`src/rtl/gpio_bank_pkg.sv`:
```
package gpio_bank_pkg;

   typedef enum logic [1:0] {
      TRIG_NONE = 2'b00,
      TRIG_FALL = 2'b01,
      TRIG_RISE = 2'b10,
      TRIG_BOTH = 2'b11
   } trig_e;

   localparam logic [7:0] OFS_REV      = 8'h00;
   localparam logic [7:0] OFS_CFG      = 8'h10;
   localparam logic [7:0] OFS_STAT     = 8'h18;
   localparam logic [7:0] OFS_IEN      = 8'h1C;
   localparam logic [7:0] OFS_WEN      = 8'h28;
   localparam logic [7:0] OFS_DIN      = 8'h2C;
   localparam logic [7:0] OFS_DOUT     = 8'h30;
   localparam logic [7:0] OFS_DIR      = 8'h34;
   localparam logic [7:0] OFS_TRIG_LO  = 8'h38;
   localparam logic [7:0] OFS_TRIG_HI  = 8'h3C;
   localparam logic [7:0] OFS_IEN_CLR  = 8'h9C;
   localparam logic [7:0] OFS_WEN_CLR  = 8'hA8;
   localparam logic [7:0] OFS_DOUT_CLR = 8'hB0;
   localparam logic [7:0] OFS_IEN_SET  = 8'hDC;
   localparam logic [7:0] OFS_WEN_SET  = 8'hE8;
   localparam logic [7:0] OFS_DOUT_SET = 8'hF0;

   localparam int CFG_WAKE_BIT  = 2;
   localparam int PINS_PER_WORD = 8;
   localparam int TRIG_BITS     = 2;

endpackage

```
`src/rtl/gpio_sync.sv`:
```
module gpio_sync #(
   parameter int WIDTH  = 16,
   parameter int STAGES = 2
) (
   input  logic             clk,
   input  logic             rst_n,
   input  logic [WIDTH-1:0] d,
   output logic [WIDTH-1:0] q
);

   if (STAGES < 2) begin : g_bad_stages
      $fatal(1, "gpio_sync: STAGES must be at least 2");
   end

   logic [WIDTH-1:0] chain_q [STAGES];

   always_ff @(posedge clk or negedge rst_n) begin
      if (!rst_n) begin
         for (int s = 0; s < STAGES; s++) chain_q[s] <= '0;
      end else begin
         chain_q[0] <= d;
         for (int s = 1; s < STAGES; s++) chain_q[s] <= chain_q[s-1];
      end
   end

   assign q = chain_q[STAGES-1];

endmodule

```
`src/rtl/gpio_alias_reg.sv`:
```
module gpio_alias_reg #(
   parameter int               WIDTH   = 16,
   parameter logic [WIDTH-1:0] RST_VAL = '0
) (
   input  logic             clk,
   input  logic             rst_n,
   input  logic             wr_full,
   input  logic             wr_set,
   input  logic             wr_clr,
   input  logic [WIDTH-1:0] wbits,
   output logic [WIDTH-1:0] q
);

   always_ff @(posedge clk or negedge rst_n) begin
      if (!rst_n)       q <= RST_VAL;
      else if (wr_full) q <= wbits;
      else if (wr_set)  q <= q | wbits;
      else if (wr_clr)  q <= q & ~wbits;
   end

   p_set_bits_r5: assert property (@(posedge clk) disable iff (!rst_n)
      (wr_set && !wr_full) |=> ((q & $past(wbits)) == $past(wbits)));

   p_clr_bits_r5: assert property (@(posedge clk) disable iff (!rst_n)
      (wr_clr && !wr_full && !wr_set) |=> ((q & $past(wbits)) == '0));

   p_zero_bits_keep_r5: assert property (@(posedge clk) disable iff (!rst_n)
      ((wr_set || wr_clr) && !wr_full) |=> ((q & ~$past(wbits)) == ($past(q) & ~$past(wbits))));

   p_idle_hold_r2: assert property (@(posedge clk) disable iff (!rst_n)
      (!wr_full && !wr_set && !wr_clr) |=> (q == $past(q)));

endmodule

```
`src/rtl/gpio_edge_unit.sv`:
```
module gpio_edge_unit
   import gpio_bank_pkg::*;
#(
   parameter int NUM_PINS = 16
) (
   input  logic                          clk,
   input  logic                          rst_n,
   input  logic [NUM_PINS-1:0]           smp,
   input  logic [TRIG_BITS*NUM_PINS-1:0] trig_cfg,
   input  logic                          clr_wr,
   input  logic [NUM_PINS-1:0]           clr_mask,
   output logic [NUM_PINS-1:0]           status
);

   for (genvar i = 0; i < NUM_PINS; i++) begin : g_pin
      logic  prev_q;
      logic  st_q;
      logic  rise;
      logic  fall;
      logic  hit;
      trig_e mode;

      assign mode = trig_e'(trig_cfg[TRIG_BITS*i +: TRIG_BITS]);
      assign rise = smp[i] & ~prev_q;
      assign fall = ~smp[i] & prev_q;

      always_comb begin
         hit = 1'b0;
         case (mode)
            TRIG_FALL: hit = fall;
            TRIG_RISE: hit = rise;
            TRIG_BOTH: hit = rise | fall;
            default:   hit = 1'b0;
         endcase
      end

      always_ff @(posedge clk or negedge rst_n) begin
         if (!rst_n) begin
            prev_q <= 1'b0;
            st_q   <= 1'b0;
         end else begin
            prev_q <= smp[i];
            if (hit)                      st_q <= 1'b1;
            else if (clr_wr && clr_mask[i]) st_q <= 1'b0;
         end
      end

      assign status[i] = st_q;

      p_rise_sets_r7: assert property (@(posedge clk) disable iff (!rst_n)
         (trig_cfg[TRIG_BITS*i+1] && $rose(smp[i])) |=> status[i]);

      p_fall_sets_r7: assert property (@(posedge clk) disable iff (!rst_n)
         (trig_cfg[TRIG_BITS*i] && $fell(smp[i])) |=> status[i]);

      p_w1c_r8: assert property (@(posedge clk) disable iff (!rst_n)
         (clr_wr && clr_mask[i] && $stable(smp[i])) |=> !status[i]);

      p_event_wins_r9: assert property (@(posedge clk) disable iff (!rst_n)
         (clr_wr && clr_mask[i] && trig_cfg[TRIG_BITS*i+1] && $rose(smp[i])) |=> status[i]);

      p_no_trig_quiet_r6: assert property (@(posedge clk) disable iff (!rst_n)
         (!status[i] && trig_cfg[TRIG_BITS*i +: TRIG_BITS] == TRIG_NONE) |=> !status[i]);
   end

endmodule

```
`src/rtl/gpio_regfile.sv`:
```
module gpio_regfile
   import gpio_bank_pkg::*;
#(
   parameter int NUM_PINS  = 16,
   parameter int DATA_W    = 32,
   parameter int ADDR_W    = 8,
   parameter int REV_MAJOR = 2,
   parameter int REV_MINOR = 1
) (
   input  logic                          clk,
   input  logic                          rst_n,
   input  logic [ADDR_W-1:0]             bus_addr,
   input  logic                          bus_wr,
   input  logic [DATA_W-1:0]             bus_wdata,
   output logic [DATA_W-1:0]             bus_rdata,
   input  logic [NUM_PINS-1:0]           din,
   input  logic [NUM_PINS-1:0]           status,
   output logic [NUM_PINS-1:0]           dout_q,
   output logic [NUM_PINS-1:0]           dir_q,
   output logic [NUM_PINS-1:0]           ien_q,
   output logic [NUM_PINS-1:0]           wen_q,
   output logic                          wake_gate_q,
   output logic [TRIG_BITS*NUM_PINS-1:0] trig_q,
   output logic                          stat_clr_wr,
   output logic [NUM_PINS-1:0]           stat_clr_mask
);

   localparam int LO_PINS = (NUM_PINS < PINS_PER_WORD) ? NUM_PINS : PINS_PER_WORD;
   localparam int HI_PINS = NUM_PINS - LO_PINS;

   function automatic logic at(input logic [ADDR_W-1:0] a, input logic [7:0] ofs);
      return a == ADDR_W'(ofs);
   endfunction

   logic [NUM_PINS-1:0] wbits;
   logic [DATA_W-1:0]   trig_lo_rd;
   logic [DATA_W-1:0]   trig_hi_rd;

   assign wbits         = bus_wdata[NUM_PINS-1:0];
   assign stat_clr_wr   = bus_wr && at(bus_addr, OFS_STAT);
   assign stat_clr_mask = wbits;

   gpio_alias_reg #(.WIDTH(NUM_PINS), .RST_VAL('0)) u_dout (
      .clk, .rst_n,
      .wr_full (bus_wr && at(bus_addr, OFS_DOUT)),
      .wr_set  (bus_wr && at(bus_addr, OFS_DOUT_SET)),
      .wr_clr  (bus_wr && at(bus_addr, OFS_DOUT_CLR)),
      .wbits, .q(dout_q));

   gpio_alias_reg #(.WIDTH(NUM_PINS), .RST_VAL('0)) u_ien (
      .clk, .rst_n,
      .wr_full (bus_wr && at(bus_addr, OFS_IEN)),
      .wr_set  (bus_wr && at(bus_addr, OFS_IEN_SET)),
      .wr_clr  (bus_wr && at(bus_addr, OFS_IEN_CLR)),
      .wbits, .q(ien_q));

   gpio_alias_reg #(.WIDTH(NUM_PINS), .RST_VAL('0)) u_wen (
      .clk, .rst_n,
      .wr_full (bus_wr && at(bus_addr, OFS_WEN)),
      .wr_set  (bus_wr && at(bus_addr, OFS_WEN_SET)),
      .wr_clr  (bus_wr && at(bus_addr, OFS_WEN_CLR)),
      .wbits, .q(wen_q));

   gpio_alias_reg #(.WIDTH(NUM_PINS), .RST_VAL({NUM_PINS{1'b1}})) u_dir (
      .clk, .rst_n,
      .wr_full (bus_wr && at(bus_addr, OFS_DIR)),
      .wr_set  (1'b0),
      .wr_clr  (1'b0),
      .wbits, .q(dir_q));

   always_ff @(posedge clk or negedge rst_n) begin
      if (!rst_n)                              wake_gate_q <= 1'b0;
      else if (bus_wr && at(bus_addr, OFS_CFG)) wake_gate_q <= bus_wdata[CFG_WAKE_BIT];
   end

   for (genvar p = 0; p < NUM_PINS; p++) begin : g_trig
      localparam logic [7:0] WORD_OFS = (p < PINS_PER_WORD) ? OFS_TRIG_LO : OFS_TRIG_HI;
      localparam int         FLD_LSB  = TRIG_BITS * (p % PINS_PER_WORD);
      logic [TRIG_BITS-1:0] fld_q;

      always_ff @(posedge clk or negedge rst_n) begin
         if (!rst_n)                                 fld_q <= TRIG_NONE;
         else if (bus_wr && at(bus_addr, WORD_OFS)) fld_q <= bus_wdata[FLD_LSB +: TRIG_BITS];
      end

      assign trig_q[TRIG_BITS*p +: TRIG_BITS] = fld_q;
   end

   assign trig_lo_rd = DATA_W'(trig_q[TRIG_BITS*LO_PINS-1:0]);

   if (HI_PINS > 0) begin : g_hi_rd
      assign trig_hi_rd = DATA_W'(trig_q[TRIG_BITS*NUM_PINS-1:TRIG_BITS*LO_PINS]);
   end else begin : g_no_hi_rd
      assign trig_hi_rd = '0;
   end

   always_comb begin
      bus_rdata = '0;
      case (bus_addr)
         ADDR_W'(OFS_REV):     bus_rdata = DATA_W'({4'(REV_MAJOR), 4'(REV_MINOR)});
         ADDR_W'(OFS_CFG):     bus_rdata[CFG_WAKE_BIT] = wake_gate_q;
         ADDR_W'(OFS_STAT):    bus_rdata = DATA_W'(status);
         ADDR_W'(OFS_IEN):     bus_rdata = DATA_W'(ien_q);
         ADDR_W'(OFS_WEN):     bus_rdata = DATA_W'(wen_q);
         ADDR_W'(OFS_DIN):     bus_rdata = DATA_W'(din);
         ADDR_W'(OFS_DOUT):    bus_rdata = DATA_W'(dout_q);
         ADDR_W'(OFS_DIR):     bus_rdata = DATA_W'(dir_q);
         ADDR_W'(OFS_TRIG_LO): bus_rdata = trig_lo_rd;
         ADDR_W'(OFS_TRIG_HI): bus_rdata = trig_hi_rd;
         default:              bus_rdata = '0;
      endcase
   end

   p_cfg_store_r2: assert property (@(posedge clk) disable iff (!rst_n)
      (bus_wr && at(bus_addr, OFS_CFG)) |=> (wake_gate_q == $past(bus_wdata[CFG_WAKE_BIT])));

   p_dir_hold_r4: assert property (@(posedge clk) disable iff (!rst_n)
      !(bus_wr && at(bus_addr, OFS_DIR)) |=> $stable(dir_q));

endmodule

```
`src/rtl/gpio_edge_bank.sv`:
```
module gpio_edge_bank
   import gpio_bank_pkg::*;
#(
   parameter int NUM_PINS    = 16,
   parameter int DATA_W      = 32,
   parameter int ADDR_W      = 8,
   parameter int SYNC_STAGES = 2,
   parameter int REV_MAJOR   = 2,
   parameter int REV_MINOR   = 1
) (
   input  logic                clk,
   input  logic                rst_n,
   input  logic [ADDR_W-1:0]   bus_addr,
   input  logic                bus_wr,
   input  logic [DATA_W-1:0]   bus_wdata,
   output logic [DATA_W-1:0]   bus_rdata,
   input  logic [NUM_PINS-1:0] pin_in,
   output logic [NUM_PINS-1:0] pin_out,
   output logic [NUM_PINS-1:0] pin_oe,
   output logic                irq_o,
   output logic                wake_o
);

   if (NUM_PINS < 1 || NUM_PINS > 2*PINS_PER_WORD) begin : g_bad_pins
      $fatal(1, "gpio_edge_bank: NUM_PINS must be 1..16");
   end
   if (DATA_W < TRIG_BITS*PINS_PER_WORD) begin : g_bad_data
      $fatal(1, "gpio_edge_bank: DATA_W must hold eight trigger fields");
   end
   if (ADDR_W < 8) begin : g_bad_addr
      $fatal(1, "gpio_edge_bank: ADDR_W must be at least 8");
   end
   if (REV_MAJOR < 0 || REV_MAJOR > 15 || REV_MINOR < 0 || REV_MINOR > 15) begin : g_bad_rev
      $fatal(1, "gpio_edge_bank: revision fields are 4 bits");
   end

   logic [NUM_PINS-1:0]           din;
   logic [NUM_PINS-1:0]           status;
   logic [NUM_PINS-1:0]           dout_q;
   logic [NUM_PINS-1:0]           dir_q;
   logic [NUM_PINS-1:0]           ien_q;
   logic [NUM_PINS-1:0]           wen_q;
   logic                          wake_gate_q;
   logic [TRIG_BITS*NUM_PINS-1:0] trig_q;
   logic                          stat_clr_wr;
   logic [NUM_PINS-1:0]           stat_clr_mask;

   gpio_sync #(.WIDTH(NUM_PINS), .STAGES(SYNC_STAGES)) u_sync (
      .clk, .rst_n, .d(pin_in), .q(din));

   gpio_regfile #(
      .NUM_PINS(NUM_PINS), .DATA_W(DATA_W), .ADDR_W(ADDR_W),
      .REV_MAJOR(REV_MAJOR), .REV_MINOR(REV_MINOR)
   ) u_regs (
      .clk, .rst_n, .bus_addr, .bus_wr, .bus_wdata, .bus_rdata,
      .din, .status, .dout_q, .dir_q, .ien_q, .wen_q, .wake_gate_q,
      .trig_q, .stat_clr_wr, .stat_clr_mask);

   gpio_edge_unit #(.NUM_PINS(NUM_PINS)) u_edge (
      .clk, .rst_n, .smp(din), .trig_cfg(trig_q),
      .clr_wr(stat_clr_wr), .clr_mask(stat_clr_mask), .status);

   assign pin_out = dout_q;
   assign pin_oe  = ~dir_q;
   assign irq_o   = |(status & ien_q);
   assign wake_o  = wake_gate_q & (|(status & wen_q));

   p_irq_sticky_r10: assert property (@(posedge clk) disable iff (!rst_n)
      (irq_o && !bus_wr) |=> irq_o);

   p_irq_quiet_r10: assert property (@(posedge clk) disable iff (!rst_n)
      (ien_q == '0) |-> !irq_o);

   p_wake_sticky_r11: assert property (@(posedge clk) disable iff (!rst_n)
      (wake_o && !bus_wr) |=> wake_o);

   p_wake_gated_r11: assert property (@(posedge clk) disable iff (!rst_n)
      !wake_gate_q |-> !wake_o);

endmodule

```
`config.mk`:
```
export PLATFORM = sky130hd
export DESIGN_NAME = gpio_edge_bank
export DESIGN_NICKNAME = d
export VERILOG_FILES = /design/src/rtl/gpio_bank_pkg.sv /design/src/rtl/gpio_sync.sv /design/src/rtl/gpio_alias_reg.sv /design/src/rtl/gpio_edge_unit.sv /design/src/rtl/gpio_regfile.sv /design/src/rtl/gpio_edge_bank.sv
export SDC_FILE = /design/constraint.sdc
export NUM_CORES = 1
export LEC_CHECK = 0
export CORE_ASPECT_RATIO = 0.7
export CORE_MARGIN = 4
export CORE_UTILIZATION = 55
export DETAILED_ROUTE_END_ITERATION = 12
export DONT_BUFFER_PORTS = 1
export PLACE_DENSITY = 0.7
export RECOVER_POWER = 100
export SLEW_MARGIN = 20
export SYNTH_ARGS = -nofsm -noshare
export SYNTH_HDL_FRONTEND = slang
export SYNTH_SLANG_ARGS = --single-unit
export TNS_END_PERCENT = 5
```
`constraint.sdc`:
```
create_clock -name clk -period 1.9 [get_ports clk]
set_input_delay 0.095 -clock clk [delete_from_list [all_inputs] [get_ports clk]]
set_output_delay 0.095 -clock clk [all_outputs]
set_load 0.03 [all_outputs]
```
==> flow_metrics.py, run 1 <==
metrics = {
    "run_status": {
        "run_status": "finished, violations left",
        "violations": "negative hold slack, negative setup slack",
    },
    "logic_synthesis": {
        "synth_compound_area_frac": 0.169,
        "synthFlopType": "dfrtp_1",
        "synth_mux_area_frac": 0.133,
        "syn-cell-area_um2": 8240,
        "ys_types": 55,
        "yosys_register_bits": 161,
        "ys_async_sr_fraction": 1.00,
        "synth-adder-area-share": 0.0486,
        "synth_edf_count": 0,
        "syn_inst": 728,
        "synthXorXnorAreaFrac": 0.00106,
        "synth_top_family_by_area": "compound AO/OA/AOI/OAI gates",
        "synth-simple-area-share": 0.0861,
        "syn_avg_cell_area_um2": 11.3,
        "yosysSeqAreaShare": 0.491,
        "yosys_warnings": 0,
    },
    "pwr": {
        "ir_drop_uv": 563,
        "p_per_area_nw_per_um2": 942,
        "cellLeakagePower_uw": 0.00433,
    },
    "run": {
        "cap_violations": 0,
    },
    "die": {
        "dieArea_um2": 17000,
        "die_h_um": 110,
        "rows": 37,
        "start_util": 0.562,
        "io_pins": 125,
        "core_um2": 14700,
        "die_x_um": 154,
    },
    "finish": {
        "drive_above_1_share": 0.219,
        "area_growth_pct": 17.5,
        "final_common_cell": "dfrtp_1",
        "final_cells": 989,
        "nets": 873,
        "layout_common_cells": "dfrtp_1 (136), inv_1 (65), mux2_2 (59), nand2_1 (54), a22o_1 (48)",
        "fill_cells": 1138,
    },
    "global_route": {
        "antenna_found_initial": 1,
        "grtUsageTotal": 0.298,
        "grt_pass1_wl_um": 38500,
        "grt_pass1_vias": 6365,
        "grt-ovfl-total": 0,
        "grt_max_degree": 162,
    },
    "critical_path": {
        "startpoint_type": "flip-flop",
        "endpoint": "bus_rdata[7]",
        "reg2regPathDepth": 4,
        "crit_fanout": 2,
        "cp.arrival_ns": 1.81,
        "path_cells": "mux4_2 -> a22oi_2 -> o21ai_2 -> buf_6",
        "cp-startpoint": "u_regs.g_trig[3].fld_q[1]$_DFFE_PN0P_",
        "rr_startpoint": "u_sync.q[7]$_DFF_PN0_",
        "critPathKind": "reg -> out",
        "r2r_setup_slack_ns": 0.56,
        "required_ns": 1.80,
        "r2r-end": "u_edge.g_pin[7].st_q$_DFFE_PN0P_",
        "end_kind": "output port",
        "slowest_delay_ns": 0.52,
        "cp_slowest_cell": "mux4_2",
    },
    "detailed_routing": {
        "firstDrtPassIters": 5,
        "dr_total_vias": 6441,
        "wirelength_um": 25000,
        "vias_per_cell": 6.51,
        "drt-wirelength-per-cell_um": 25.3,
        "remaining_drc_errors": 0,
        "ant_nets": 0,
        "first_iter_violations": 724,
    },
    "clocking": {
        "clkSinkCount": 161,
        "cts_buffers": 17,
        "cts.htree.levels": 4,
        "clockBufferDepth": 2,
        "clock_latency_ns": 0.43,
        "path_clk_slew_ns": 0.06,
        "cts_tree": "yes",
        "cts-root-buf": "clkbuf_16",
        "cts_hold_buf": 35,
    },
    "timing": {
        "hold_ws_ns": -0.634,
        "tightest_slew_ns": 1.03,
        "period_share": 1.00,
        "period_minus_slack_ns": 1.91,
        "finalMaxSlewViolations": 0,
        "slew_headroom": 0.313,
        "fmax_mhz": 525,
        "layout_setup_ws_ns": -0.00559,
        "clock_skew_ns": 0.00651,
        "hold_violations": 161,
        "report.final.setup_viol": 1,
        "rsz0062_at_grt": "yes",
    },
    "placement": {
        "dp.cells": 919,
        "hpwl_um": 16800,
        "gp_congestion": 0.954,
        "port_buffers": 0,
    },
    "worst_hold_path": {
        "hp-class": "in -> async",
    },
}
[area by class of cell]
class	instances	area (um^2)	area share
repair buffers	88	759	0.0784
flip-flops and latches	161	4060	0.419
clock buffers	20	447	0.0461
clock inverters	10	184	0.0190
multi-input cells	449	3740	0.386
inverters	65	244	0.0252
well taps	195	244	0.0252
diodes	1	2.50	0.000258
[cell families (layout without fill, tap and decap cells)]
family                   after synthesis  in the layout
buffers and inverters                133            183
other                                  1             17
XOR/XNOR                               1              1
flip-flops                           161            161
multiplexers                          94             94
AND/OR/NAND/NOR                      129            129
adder cells (fa/ha/maj)               32             32
AO/OA/AOI/OAI                        177            177
[cells in the mapped netlist, drive strengths merged (22+ instances only)]
cell | n | area [um^2]
ha | 32 | 400
buf | 35 | 221
inv | 65 | 244
a22oi | 27 | 203
nor2 | 22 | 82.6
a22o | 48 | 420
o21ai | 25 | 125
nand2 | 55 | 206
dfrtp | 145 | 3630
mux2 | 61 | 687
mux2i | 27 | 270
clkbuf | 33 | 124
[worst min-delay path by stage]
stage	start	to	slack, ns	cells after the start
2_1_floorplan	rst_n	asynchronous set/reset pin	-0.20	0
3_3_place_gp	rst_n	u_sync.chain_q[20]$_DFF_PN0_	-0.20	0
3_5_place_dp	rst_n	u_sync.chain_q[20]$_DFF_PN0_	-0.20	0
4_1_cts	rst_n	u_edge.g_pin[3].st_q$_DFFE_PN0P_	-0.65	0
5_1_grt	rst_n	u_sync.chain_q[20]$_DFF_PN0_	-0.65	0
6_report	rst_n	u_sync.chain_q[20]$_DFF_PN0_	-0.63	0
[routing by layer]
metal / routed length (um) / part of all wire / global-route usage / up-vias
met5: 0 / 0 / 0 / -
met4: 685 / 0.027 / 0.107 / 0
met3: 2800 / 0.11 / 0.0807 / 56
met2: 11000 / 0.44 / 0.435 / 407
met1: 10500 / 0.42 / 0.429 / 3251
li1: - / - / - / 2727
[power by group]
part / internal (uW) / switching (uW)
clock network: 2350 / 1390
logic: 550 / 540
registers: 3780 / 516
[per-stage QoR]
step                 util  instance area (um^2)  TNS (ns)  power [uW]  setup slack [ns]
global route        0.660                  9680    -0.201        9400           -0.0688
floorplan               -                  8300         0        4920             0.142
detailed placement  0.588                  8630         0        5210             0.198
finish              0.660                  9680  -0.00559        9120          -0.00559
global placement    0.588                  8630         0        5170             0.247
CTS                 0.660                  9680   -0.0804        9040           -0.0312
[critical path, delay by kind of cell (launching register included)]
| kind | cells | cell delay [ns] |
|---|---|---|
| AO/OA/AOI/OAI | 2 | 0.32 |
| buffers and inverters | 1 | 0.15 |
| multiplexers | 1 | 0.52 |
| flip-flops | 1 | 0.41 |
[repair_timing]
| item | 4_1_cts | 5_1_grt |
|---|---|---|
| resized for setup | 14 | 29 |
| cloned | 0 | 0 |
| pin swaps | 4 | 6 |
| setup endpoints to repair | 8 | 14 |
| endpoints found under the hold margin | 290 | 161 |
| buffers inserted | 4 | 0 |
Note: power is estimated with default switching activity, not from simulation.
==> run 2: changes to the inputs <==
--- a/config.mk
+++ b/config.mk
@@ -6,7 +6,7 @@
 export NUM_CORES = 1
 export LEC_CHECK = 0
 export CORE_ASPECT_RATIO = 0.7
-export CORE_MARGIN = 4
+export CORE_MARGIN = 2
 export CORE_UTILIZATION = 55
 export DETAILED_ROUTE_END_ITERATION = 12
 export DONT_BUFFER_PORTS = 1
==> constraint.sdc (replaced) <==
create_clock -name clk -period 1.8 [get_ports clk]
set_input_delay 0.09 -clock clk [delete_from_list [all_inputs] [get_ports clk]]
set_output_delay 0.09 -clock clk [all_outputs]
set_load 0.03 [all_outputs]
==> run 2 against run 1 <==
Net effect:
- flip-flop and latch count unchanged
- critical endpoint is now wake_o
- utilization up 0.81 points
- highest routed layer unchanged
- routed wire length up 1.8%
- the run still ends with negative hold slack, negative setup slack left
==> flow_metrics.py, run 2 (synthesis results as in run 1) <==
metrics = {
    "run_status": {
        "run_status": "finished, violations left",
        "violations": "negative hold slack, negative setup slack",
    },
    "pwr": {
        "report.power.total_uw": 9180,
        "p_sw_uw": 2730,
        "switching_share": 0.297,
        "clockPowerShare": 0.370,
        "cellLeakagePower_uw": 0.00440,
        "seqPwrFrac": 0.492,
        "p_per_area_nw_per_um2": 937,
        "p_int_uw": 6450,
        "combPwrFrac": 0.138,
        "ir_drop_uv": 659,
    },
    "timing": {
        "rsz0062_at_grt": "yes",
        "report.final.setup_viol": 12,
        "period_minus_slack_ns": 1.96,
        "layout_setup_ws_ns": -0.156,
        "finalMaxSlewViolations": 0,
        "clock_skew_ns": 0.00696,
        "hold_ws_ns": -0.654,
        "fmax_mhz": 511,
        "period_share": 1.09,
        "slew_headroom": 0.361,
        "tightest_slew_ns": 0.959,
        "hold_violations": 161,
    },
    "placement": {
        "hpwl_um": 17100,
        "port_buffers": 0,
        "gp_congestion": 0.977,
    },
    "die": {
        "die_x_um": 150,
        "io_pins": 125,
        "dieArea_um2": 16000,
        "core_um2": 14700,
        "start_util": 0.562,
        "rows": 37,
        "die_h_um": 106,
    },
    "critical_path": {
        "path_cells": "a22o_1 -> a221oi_1 -> nand3_1 -> o21a_4",
        "reg2regPathDepth": 4,
        "cp.arrival_ns": 1.87,
        "r2r-end": "u_edge.g_pin[14].st_q$_DFFE_PN0P_",
        "rr_startpoint": "u_sync.q[14]$_DFF_PN0_",
        "cp_slowest_cell": "dfrtp_2",
        "required_ns": 1.71,
        "critPathBufInv": 0,
        "slowest_delay_ns": 0.46,
        "critPathKind": "reg -> out",
        "r2r_setup_slack_ns": 0.37,
        "crit_fanout": 4,
        "startpoint_type": "flip-flop",
        "end_kind": "output port",
        "critPathTopFamily": "compound AO/OA/AOI/OAI gates",
    },
    "finish": {
        "fill_cells": 1139,
        "final_common_cell": "dfrtp_1",
        "nets": 887,
        "layout_common_cells": "dfrtp_1 (139), inv_1 (65), mux2_2 (55), nand2_1 (54), a22o_1 (47)",
        "drive_above_1_share": 0.234,
        "area_growth_pct": 18.9,
        "regArea_um2": 4060,
        "multiInputGateArea_um2": 3780,
    },
    "clocking": {
        "clockBufferDepth": 2,
        "cts-root-buf": "clkbuf_16",
        "cts_tree": "yes",
        "clock_latency_ns": 0.43,
        "cts.htree.levels": 4,
        "cts_hold_buf": 34,
        "path_clk_slew_ns": 0.07,
        "clkSinkCount": 161,
        "cts_buffers": 17,
    },
    "global_route": {
        "grt_pass1_wl_um": 39100,
        "grtUsageTotal": 0.335,
        "grt_max_degree": 162,
        "grt-ovfl-total": 0,
        "grt_pass1_vias": 6514,
        "antenna_found_initial": 2,
    },
    "worst_hold_path": {
        "hp-class": "in -> async",
    },
    "detailed_routing": {
        "drt-wirelength-per-cell_um": 25.3,
        "dr_total_vias": 6415,
        "first_iter_violations": 599,
        "wirelength_um": 25400,
        "ant_nets": 0,
        "remaining_drc_errors": 0,
        "firstDrtPassIters": 5,
        "vias_per_cell": 6.38,
    },
    "run": {
        "cap_violations": 0,
    },
}
run 2: cell type report:
type | instances | share of cell area
diodes | 2 | 0.000511
clock buffers | 19 | 0.0452
clock inverters | 13 | 0.0109
inverters | 65 | 0.0249
multi-input cells | 449 | 0.386
flip-flops and latches | 161 | 0.414
well taps | 195 | 0.0249
repair buffers | 102 | 0.0938
run 2: layer usage:
layer	global-route usage	vias to the layer above	share of wire
met5	0	-	0
met4	0.117	0	0.025
met3	0.0867	51	0.097
met2	0.504	344	0.45
met1	0.473	3260	0.43
li1	-	2760	-
run 2: worst register-to-register path, stage by stage, from the launching register on:
cell and delay (ns):
dfrtp_1 0.47, inv_1 0.07, ha_1 0.28, mux2i_1 0.08, a221o_1 0.39
run 2: how the worst max path moves through the flow:
stage | from | cells past startpoint | to
6_report | u_edge.g_pin[7].st_q$_DFFE_PN0P_ | 4 | wake_o
5_1_grt | u_edge.g_pin[9].st_q$_DFFE_PN0P_ | 5 | irq_o
4_1_cts | u_regs.g_trig[11].fld_q[1]$_DFFE_PN0P_ | 4 | bus_rdata[7]
3_5_place_dp | bus_addr[1] | 5 | flip-flop
3_3_place_gp | bus_addr[1] | 5 | u_edge.g_pin[14].st_q$_DFFE_PN0P_
2_1_floorplan | bus_addr[7] | 7 | u_edge.g_pin[15].st_q$_DFFE_PN0P_
run 2: power groups by stage:
stage / Sequential [uW] / Clock [uW] / Combinational [uW]
6_report: 4520 / 3390 / 1270
5_1_grt: 4530 / 3600 / 1360
4_1_cts: 4470 / 3440 / 1240
3_5_place_dp: 4510 / 0 / 1030
3_3_place_gp: 4510 / 0 / 995
2_1_floorplan: 4350 / 0 / 848
run 2: timing repair:
action                                 in CTS  in global routing
gates resized for setup                    37                 15
setup endpoints to repair                  17                 17
endpoints found under the hold margin     290                161
pin swaps                                  10                  2
setup buffers                               7                  1
run 2: stage by stage:
step	cell area (um^2)	util	worst slack, ns	TNS [ns]	std cells
after CTS	9840	0.671	-0.127	-0.715	1003
after floorplan	8300	-	0.0470	0	743
after global routing	9800	0.668	-0.169	-1.42	1005
final	9800	0.668	-0.156	-0.875	1006
after global placement	8770	0.598	0.144	0	930
after detailed placement	8770	0.598	0.123	0	930
==> run 3: changes to the inputs <==
--- a/config.mk
+++ b/config.mk
@@ -7,13 +7,14 @@
 export LEC_CHECK = 0
 export CORE_ASPECT_RATIO = 0.7
 export CORE_MARGIN = 2
-export CORE_UTILIZATION = 55
+export CORE_UTILIZATION = 64
 export DETAILED_ROUTE_END_ITERATION = 12
 export DONT_BUFFER_PORTS = 1
-export PLACE_DENSITY = 0.7
+export PLACE_DENSITY = 0.8
 export RECOVER_POWER = 100
 export SLEW_MARGIN = 20
 export SYNTH_ARGS = -nofsm -noshare
 export SYNTH_HDL_FRONTEND = slang
+export SYNTH_HIERARCHICAL = 1
 export SYNTH_SLANG_ARGS = --single-unit
 export TNS_END_PERCENT = 5
==> run 3 against run 2 <==
Net effect:
- the flow still finishes with violations (negative hold slack, negative setup slack)
- register-to-register slack improved by 0.05 ns
- sequential power rose by 2%
- setup slack improved by 0.021 ns
==> flow_metrics.py, run 3 <==
metrics = {
    "run_status": {
        "run_status": "finished, violations left",
        "violations": "negative hold slack, negative setup slack",
    },
    "logic_synthesis": {
        "yosys_warnings": 6,
        "yosysSeqAreaShare": 0.467,
        "synth_edf_count": 0,
        "synth_area_leaders": "dfrtp_1 (42%), a32o_1 (7.6%), mux2_2 (6.1%), buf_4 (5.5%), dfstp_2 (4.8%)",
        "synthTopCellsByCount": "dfrtp_1 (145), nand2_1 (105), inv_1 (67), a32o_1 (66), buf_4 (64)",
        "yosysMostFrequentCell": "dfrtp_1",
        "synth_top_cell_by_area": "dfrtp_1",
        "synth_top_cell_area_share": 0.418,
        "syn_avg_cell_area_um2": 10.9,
        "yosys_register_bits": 161,
        "syn-cell-area_um2": 8670,
        "synthFlopType": "dfrtp_1",
        "ys_types": 58,
        "ys_async_sr_fraction": 1.00,
        "syn_inst": 796,
    },
    "detailed_routing": {
        "firstDrtPassIters": 5,
        "wirelength_um": 26100,
        "vias_per_cell": 6.71,
        "ant_nets": 0,
        "remaining_drc_errors": 0,
        "dr_total_vias": 6753,
        "first_iter_violations": 859,
        "drt-wirelength-per-cell_um": 25.9,
    },
    "critical_path": {
        "reg2regPathDepth": 4,
        "startpoint_type": "flip-flop",
        "end_kind": "output port",
        "required_ns": 1.71,
        "rr_startpoint": "u_sync/q[4]$_DFF_PN0_",
        "r2r-end": "u_edge/g_pin[4].st_q$_DFFE_PN0P_",
        "cp.arrival_ns": 1.85,
        "critPathKind": "reg -> out",
        "r2r_setup_slack_ns": 0.42,
        "crit_fanout": 3,
    },
    "die": {
        "core_um2": 13200,
        "dieArea_um2": 14500,
        "die_h_um": 101,
        "rows": 35,
        "start_util": 0.658,
        "io_pins": 125,
        "die_x_um": 143,
    },
    "timing": {
        "finalMaxSlewViolations": 0,
        "tightest_slew_ns": 1.19,
        "slew_headroom": 0.205,
        "period_share": 1.08,
        "hold_violations": 161,
        "clock_skew_ns": 0.00472,
        "hold_ws_ns": -0.635,
        "layout_setup_ws_ns": -0.135,
        "period_minus_slack_ns": 1.94,
        "fmax_mhz": 517,
        "report.final.setup_viol": 17,
        "rsz0062_at_grt": "yes",
    },
    "placement": {
        "dp.cells": 935,
        "gp_congestion": 1.01,
        "pre_cts_slack_ns": 0.121,
        "port_buffers": 0,
        "hpwl_um": 17500,
    },
    "finish": {
        "final_cells": 1006,
        "area_growth_pct": 12.5,
        "utilization": 0.740,
        "layout_common_cells": "dfrtp_1 (138), nand2_1 (105), inv_1 (67), a32o_1 (64), mux2_2 (42)",
        "fill_cells": 914,
        "nets": 896,
        "final_common_cell": "dfrtp_1",
        "drive_above_1_share": 0.198,
    },
    "clocking": {
        "cts-root-buf": "clkbuf_16",
        "clock_latency_ns": 0.42,
        "cts_hold_buf": 33,
        "clkSinkCount": 161,
        "clockBufferDepth": 2,
        "path_clk_slew_ns": 0.06,
        "cts.htree.levels": 4,
        "cts_buffers": 17,
        "cts_tree": "yes",
    },
    "pwr": {
        "p_sw_uw": 2800,
        "ir_drop_uv": 636,
        "seqPwrFrac": 0.465,
        "p_per_area_nw_per_um2": 1020,
        "cellLeakagePower_uw": 0.00438,
        "report.power.total_uw": 9910,
        "switching_share": 0.283,
        "p_int_uw": 7110,
        "combPwrFrac": 0.134,
        "clockPowerShare": 0.401,
    },
    "global_route": {
        "grt-ovfl-total": 0,
        "grtUsageTotal": 0.372,
        "antenna_found_initial": 1,
        "grt_pass1_vias": 6478,
        "grt_max_degree": 162,
        "grt_pass1_wl_um": 39400,
    },
    "run": {
        "cap_violations": 0,
    },
    "worst_hold_path": {
        "hp-class": "in -> async",
    },
}
## run 3: cell count changes after synthesis, moves of 13 or more
| cell | delta |
|---|---|
| a21oi_1 | -13 |
| a22o_1 | -41 |
| buf_4 | +47 |
| nand2_1 | +50 |
| clkbuf_1 | -26 |
| mux2_2 | -14 |
| a32o_1 | +50 |
| nor2_1 | +17 |
## run 3: kinds of logic (layout without fill, tap and decap cells)
group | count (synthesis) | count (layout) | share of synthesized area
fa+ha+maj | 32 | 32 | 0.0462
mux | 78 | 78 | 0.101
buf+inv | 174 | 179 | 0.118
simple gates | 191 | 191 | 0.102
flops | 161 | 161 | 0.467
compound gates | 159 | 159 | 0.166
other cells | 1 | 21 | 0.000432
## run 3: final cells by class
cell class | instances | area, um^2 | share of cell area
Sequential cell | 161 | 4060 | 0.416
Multi-Input combinational cell | 478 | 3790 | 0.388
Timing Repair Buffer | 80 | 774 | 0.0793
Clock buffer | 21 | 470 | 0.0482
Inverter | 67 | 251 | 0.0258
Tap cell | 185 | 231 | 0.0237
Clock inverter | 11 | 178 | 0.0182
Antenna cell | 3 | 7.51 | 0.000769
## run 3: how the worst max path moves through the flow
stage	from	endpoint	slack, ns	cells past startpoint
4_1_cts	u_regs/g_trig[11].fld_q[1]$_DFFE_PN0P_	bus_rdata[7]	-0.15	5
5_1_grt	u_regs/g_trig[10].fld_q[0]$_DFFE_PN0P_	bus_rdata[4]	-0.19	4
6_report	flip-flop	bus_rdata[7]	-0.14	5
3_5_place_dp	bus_addr[1]	u_edge/g_pin[3].st_q$_DFFE_PN0P_	0.12	5
3_3_place_gp	bus_addr[1]	flip-flop	0.14	4
2_1_floorplan	bus_addr[7]	flip-flop	0.16	8
## run 3: through the flow
stage | instance area, um^2 | hold WS (ns) | setup TNS, ns
after global placement | 8670 | -0.202 | 0
after floorplan | 8740 | -0.206 | 0
after global routing | 9750 | -0.658 | -2.16
after CTS | 9780 | -0.646 | -1.10
final | 9760 | -0.635 | -1.34
after detailed placement | 8670 | -0.204 | 0
## run 3: critical path, cell delays in order (launching register included)
cell and delay, ns:
dfstp_1 0.40, mux2_4 0.28, a22oi_2 0.15, nor2_2 0.08, a2111o_1 0.36, buf_12 0.17
## run 3: metal layers
layer,up-vias,part of all wire,track usage
li1,2815,-,-
met1,3414,0.41,0.544
met2,468,0.44,0.547
met3,56,0.13,0.112
met4,0,0.023,0.0975
met5,-,0,0
## run 3: power groups by stage
stage / sequential (uW) / combinational [uW] / clock [uW]
floorplan: 4340 / 1230 / 0
global placement: 4610 / 1070 / 0
detailed placement: 4620 / 1120 / 0
CTS: 4590 / 1300 / 3980
global route: 4630 / 1410 / 4160
finish: 4610 / 1330 / 3980
## run 3: timing repair
item,CTS,global route
resized for setup,34,12
endpoints found under the setup margin,18,18
pin swaps,6,5
buffers inserted,3,0
endpoints found under the hold margin,290,161
